$ cat src/rtl/alu_pkg.sv
package alu_pkg;

    localparam int unsigned OP_W = 4;

    typedef enum logic [OP_W-1:0] {
        OP_AND = 4'b0000,
        OP_OR  = 4'b0001,
        OP_ADD = 4'b0010,
        OP_SUB = 4'b0110,
        OP_SLT = 4'b0111
    } alu_op_e;

    // True for the five defined operation codes.
    function automatic logic op_is_legal(input logic [OP_W-1:0] code);
        return (code == OP_AND) || (code == OP_OR) || (code == OP_ADD) ||
               (code == OP_SUB) || (code == OP_SLT);
    endfunction

endpackage

$ cat src/rtl/alu_bitwise.sv
module alu_bitwise #(
    parameter int unsigned WIDTH = 32
) (
    input  logic [WIDTH-1:0] lhs_i,
    input  logic [WIDTH-1:0] rhs_i,
    output logic [WIDTH-1:0] and_o,
    output logic [WIDTH-1:0] or_o
);

    // One gate pair per bit position.
    for (genvar g = 0; g < WIDTH; g++) begin : g_bit
        assign and_o[g] = lhs_i[g] & rhs_i[g];
        assign or_o[g]  = lhs_i[g] | rhs_i[g];
    end

    // an AND bit can be high only where both operands are high
    always_comb begin
        a_r1_and_subset: assert ((and_o & ~lhs_i) == '0 && (and_o & ~rhs_i) == '0);
    end

endmodule

$ cat src/rtl/alu_addsub.sv
module alu_addsub #(
    parameter int unsigned WIDTH = 32
) (
    input  logic [WIDTH-1:0] lhs_i,
    input  logic [WIDTH-1:0] rhs_i,
    input  logic             negate_i,
    output logic [WIDTH-1:0] sum_o,
    output logic             less_o
);

    localparam int unsigned MSB = WIDTH - 1;

    logic [WIDTH-1:0] rhs_eff;
    logic [WIDTH-1:0] carry_in;
    logic             ovf;

    // Subtraction: invert the second operand and add one through the carry-in.
    assign rhs_eff  = negate_i ? ~rhs_i : rhs_i;
    assign carry_in = {{(WIDTH-1){1'b0}}, negate_i};
    assign sum_o    = lhs_i + rhs_eff + carry_in;

    // Signed overflow of the difference: the operand signs differ and the sign flips.
    assign ovf    = (lhs_i[MSB] ^ rhs_i[MSB]) & (sum_o[MSB] ^ lhs_i[MSB]);
    assign less_o = sum_o[MSB] ^ ovf;

    // the sign-corrected difference agrees with a signed compare
    always_comb begin
        if (negate_i) begin
            a_r5_less_matches: assert (less_o == ($signed(lhs_i) < $signed(rhs_i)));
        end
    end

endmodule

$ cat src/rtl/alu_zero_detect.sv
module alu_zero_detect #(
    parameter int unsigned WIDTH = 32
) (
    input  logic [WIDTH-1:0] word_i,
    output logic             zero_o
);

    assign zero_o = ~|word_i;

endmodule

$ cat src/rtl/alu_core.sv
module alu_core
    import alu_pkg::*;
#(
    parameter int unsigned WIDTH = 32
) (
    input  logic [WIDTH-1:0] a_i,
    input  logic [WIDTH-1:0] b_i,
    input  logic [OP_W-1:0]  op_i,
    output logic [WIDTH-1:0] result_o,
    output logic             zero_o
);

    alu_op_e          op;
    logic [WIDTH-1:0] and_w;
    logic [WIDTH-1:0] or_w;
    logic [WIDTH-1:0] sum_w;
    logic             less_w;
    logic             negate;

    assign op     = alu_op_e'(op_i);
    assign negate = (op_i == OP_SUB) || (op_i == OP_SLT);

    alu_bitwise #(.WIDTH(WIDTH)) u_bitwise (
        .lhs_i (a_i),
        .rhs_i (b_i),
        .and_o (and_w),
        .or_o  (or_w)
    );

    alu_addsub #(.WIDTH(WIDTH)) u_addsub (
        .lhs_i    (a_i),
        .rhs_i    (b_i),
        .negate_i (negate),
        .sum_o    (sum_w),
        .less_o   (less_w)
    );

    // Result select; codes outside the set give zero.
    always_comb begin
        unique case (op)
            OP_AND:  result_o = and_w;
            OP_OR:   result_o = or_w;
            OP_ADD:  result_o = sum_w;
            OP_SUB:  result_o = sum_w;
            OP_SLT:  result_o = {{(WIDTH-1){1'b0}}, less_w};
            default: result_o = '0;
        endcase
    end

    alu_zero_detect #(.WIDTH(WIDTH)) u_zero (
        .word_i (result_o),
        .zero_o (zero_o)
    );

    always_comb begin
        if (op_i == OP_ADD) begin
            a_r3_add_inverse: assert (result_o - b_i == a_i);
        end
        if (op_i == OP_SUB) begin
            a_r4_sub_inverse: assert (result_o + b_i == a_i);
        end
        if (op_i == OP_SLT) begin
            a_r5_slt_shape: assert ($countones(result_o) <= 1 && result_o[0] == ($signed(a_i) < $signed(b_i)));
        end
        if (!op_is_legal(op_i)) begin
            a_r7_unused_zero: assert (result_o == '0);
        end
        a_r6_zero_flag: assert (zero_o == ($countones(result_o) == 0));
    end

endmodule

$ cat config.mk
export PLATFORM = sky130hd
export DESIGN_NAME = alu_core
export DESIGN_NICKNAME = d
export VERILOG_FILES = /design/src/rtl/alu_pkg.sv /design/src/rtl/alu_bitwise.sv /design/src/rtl/alu_addsub.sv /design/src/rtl/alu_zero_detect.sv /design/src/rtl/alu_core.sv
export SDC_FILE = /design/constraint.sdc
export NUM_CORES = 1
export LEC_CHECK = 0
export CAP_MARGIN = 20
export CORE_MARGIN = 2
export CORE_UTILIZATION = 34
export DETAILED_ROUTE_END_ITERATION = 6
export GPL_TIMING_DRIVEN = 0
export SYNTH_ARGS = -nofsm -noshare
export SYNTH_HDL_FRONTEND = slang
export SYNTH_SLANG_ARGS = --single-unit
$ cat constraint.sdc
create_clock -name vclk -period 15.7
set_clock_uncertainty 0.2 [all_clocks]
set_input_delay 3.14 -clock vclk [all_inputs]
set_output_delay 3.14 -clock vclk [all_outputs]
set_load 0.1 [all_outputs]
==> results.py <==
metrics = {
    "floorplan": {
        "fp.coreArea_mm2": 0.008593,
        "die_area_mm2": 0.009527,
        "start_util_pct": 34.67,
        "die_h_um": 97.61,
        "std_cell_rows": 34,
        "ios": 101,
        "die_w_um": 97.61,
    },
    "cells_and_area": {
        "clock_buffers": 0,
        "drive_gt1_share_pct": 3.448,
        "seq_cells": 0,
        "fill_cells": 870,
        "area_growth_pct": 38.47,
        "nets": 627,
        "layout_common_cells": "101 x clkdlybuf4s50_1, 50 x xnor2_1, 47 x nand2_1",
        "diodes": 0,
        "stdcell_count": 630,
        "stdcell_area_mm2": 0.004125,
        "final_common_cell": "clkdlybuf4s50_1",
        "regArea_um2": 0,
    },
    "power": {
        "pwr_density_cell_mw_per_mm2": 57.38,
        "power_uw": 236.7,
        "power.ir.vdd_worst_v": 0.00003005,
        "p_leak_nw": 1.533,
    },
    "timing": {
        "fmax_mhz": 78.32,
        "rsz0062_at_grt": "false",
        "setup-violations-final": 0,
        "period_minus_slack_ns": 12.77,
        "hold_violations": 0,
        "worst_pin_slew_ns": 1.070,
        "slew_headroom_pct": 28.50,
        "hold_ws_ns": 7.737,
        "post-route-period-util_pct": 81.32,
        "tns_ns": 0,
        "slew_violations": 0,
    },
    "clock_tree": {
        "postCtsHoldBufs": 0,
        "cts_setup_buffers": 0,
        "cts_resized": 0,
    },
    "grt": {
        "grt_pass1_vias": 3602,
        "grt_start_max_net_pins": 11,
        "grt_usage_pct": 24.61,
        "antenna_found_initial": 0,
        "grt_overflow": 0,
        "grt_pass1_wl_um": 18940,
    },
    "synth": {
        "synth.yosys.seq_area_share_pct": 0,
        "synth_top_family_by_area": "compound AO/OA/AOI/OAI gates",
        "synth.net_count": 524,
        "synth_top_area_share_pct": 14.70,
        "synth_cell_types": 63,
        "synth_compound_area_share_pct": 35.07,
        "synthSimpleGateAreaFrac_pct": 19.28,
        "synth_top_area_cell": "xnor2_1",
        "synthMuxAreaShare_pct": 0.6720,
        "synth_warnings": 0,
        "synthXorXnorAreaFrac_pct": 17.35,
        "netlist_area_mm2": 0.002979,
        "synthCells": 421,
        "synth_fa_ha_area_share_pct": 23.69,
        "synth.avg_cell_area_um2": 7.076,
        "synthTopCellsByArea": "xnor2_1 15%, ha_1 14%, maj3_1 8.7%, nand2_1 5.9%, o21ai_0 5.9%",
    },
    "critical_path": {
        "worst_setup_path_end_kind": "output pin",
        "cp_max_fo": 10,
        "crit_required_ns": 12.36,
        "arrival_ns": 9.43,
        "start_kind": "input pin",
        "path_class": "input pin to output pin",
    },
    "placed_design": {
        "gp_congestion": 0.9221,
        "io_buffer_count": 101,
        "post-place-cells": 630,
        "postPlaceCellArea_mm2": 0.004125,
        "hpwl_um": 9766,
    },
    "drt": {
        "drtAntennaViolNets": 0,
        "wl_per_cell_um": 19.29,
        "finalWirelength_um": 12160,
        "drt-initial-drc-count": 263,
        "first_pass_iters": 4,
        "route.vias.total": 3644,
        "vias_per_cell": 5.784,
        "drc_errors": 0,
    },
    "status": {
        "status": "finished clean",
    },
    "run": {
        "drv_cap": 0,
    },
    "hold_path": {
        "hold_class": "input pin to output pin",
    },
}
-- power breakdown --
part / leakage (nW) / internal (mW) / switching [mW]
Sequential: 0 / 0 / 0
Clock: 0 / 0 / 0
Combinational: 1.53 / 0.0870 / 0.150
Total: 1.53 / 0.0870 / 0.150
-- cell families after synthesis --
logic type | Yosys count
buffers and inverters | 30
adder cells (fa/ha/maj) | 61
AND/OR/NAND/NOR | 118
multiplexers | 2
AO/OA/AOI/OAI | 151
XOR/XNOR | 59
-- Yosys cell counts (all sizes together) (2+ instances only) --
| master | instances |
|---|---|
| nand3 | 3 |
| xnor2 | 50 |
| nand2b | 3 |
| a21o | 12 |
| nor4 | 3 |
| o21a | 9 |
| maj3 | 26 |
| xor2 | 9 |
| o2111ai | 2 |
| and2 | 2 |
| or2 | 2 |
| nor3b | 2 |
| buf | 7 |
| o32ai | 3 |
| a41oi | 5 |
| or3 | 5 |
| a31o | 4 |
| a211oi | 6 |
| ha | 34 |
| o22ai | 2 |
| a22o | 9 |
| nor2b | 5 |
| a21oi | 34 |
| nor2 | 26 |
| a211o | 3 |
| nand4 | 4 |
| nand2 | 47 |
| and4 | 2 |
| o211ai | 2 |
| mux2i | 2 |
| a31oi | 10 |
| nand3b | 2 |
| o22a | 3 |
| clkbuf | 17 |
| inv | 6 |
| o21ai | 38 |
| nor3 | 6 |
-- final timing paths --
check / cells after the start / startpoint / to / slack [ns]
max: 18 / op_i[3] / zero_o / 2.93
min: 4 / a_i[4] / result_o[4] / 7.74
-- final cells by class --
class	instances	area, um^2	share of cell area [%]
tap	108	135.1	3.276
timing repair buffer	101	1011	24.51
inverter	6	22.52	0.5460
buffer	24	95.09	2.305
multi-input combinational	391	2861	69.37
-- metrics by stage --
step                util [%]  setup slack, ns
floorplan                  -            3.205
global placement       48.01            2.948
detailed placement     48.01            2.915
CTS                    48.01            2.918
global route           48.01            2.596
finish                 48.01            2.932
-- worst max-delay path, cell delays in order --
cell and delay, ns:
clkdlybuf4s50_1 0.54, nand3b_1 0.13, clkbuf_1 0.27, buf_1 0.78, xnor2_1 0.14, ha_1 0.32, clkbuf_2 0.19, nand4_1 0.12
a211oi_2 0.23, o21a_1 0.21, o21bai_1 0.15, a31o_1 0.22, a311o_1 0.37, a221o_1 0.27, a2111oi_0 0.73, nand4bb_1 0.19
nor4_2 0.24, clkdlybuf4s50_1 1.17
-- layer usage --
layer / track usage [%] / vias to the layer above / routed length (um)
met5: 0 / - / 0
met4: 6.410 / 0 / 309
met3: 2.230 / 16 / 600
met2: 42.39 / 107 / 5796
met1: 32.87 / 1733 / 5449
li1: - / 1788 / -
Note: power is estimated with default switching activity, not from simulation.
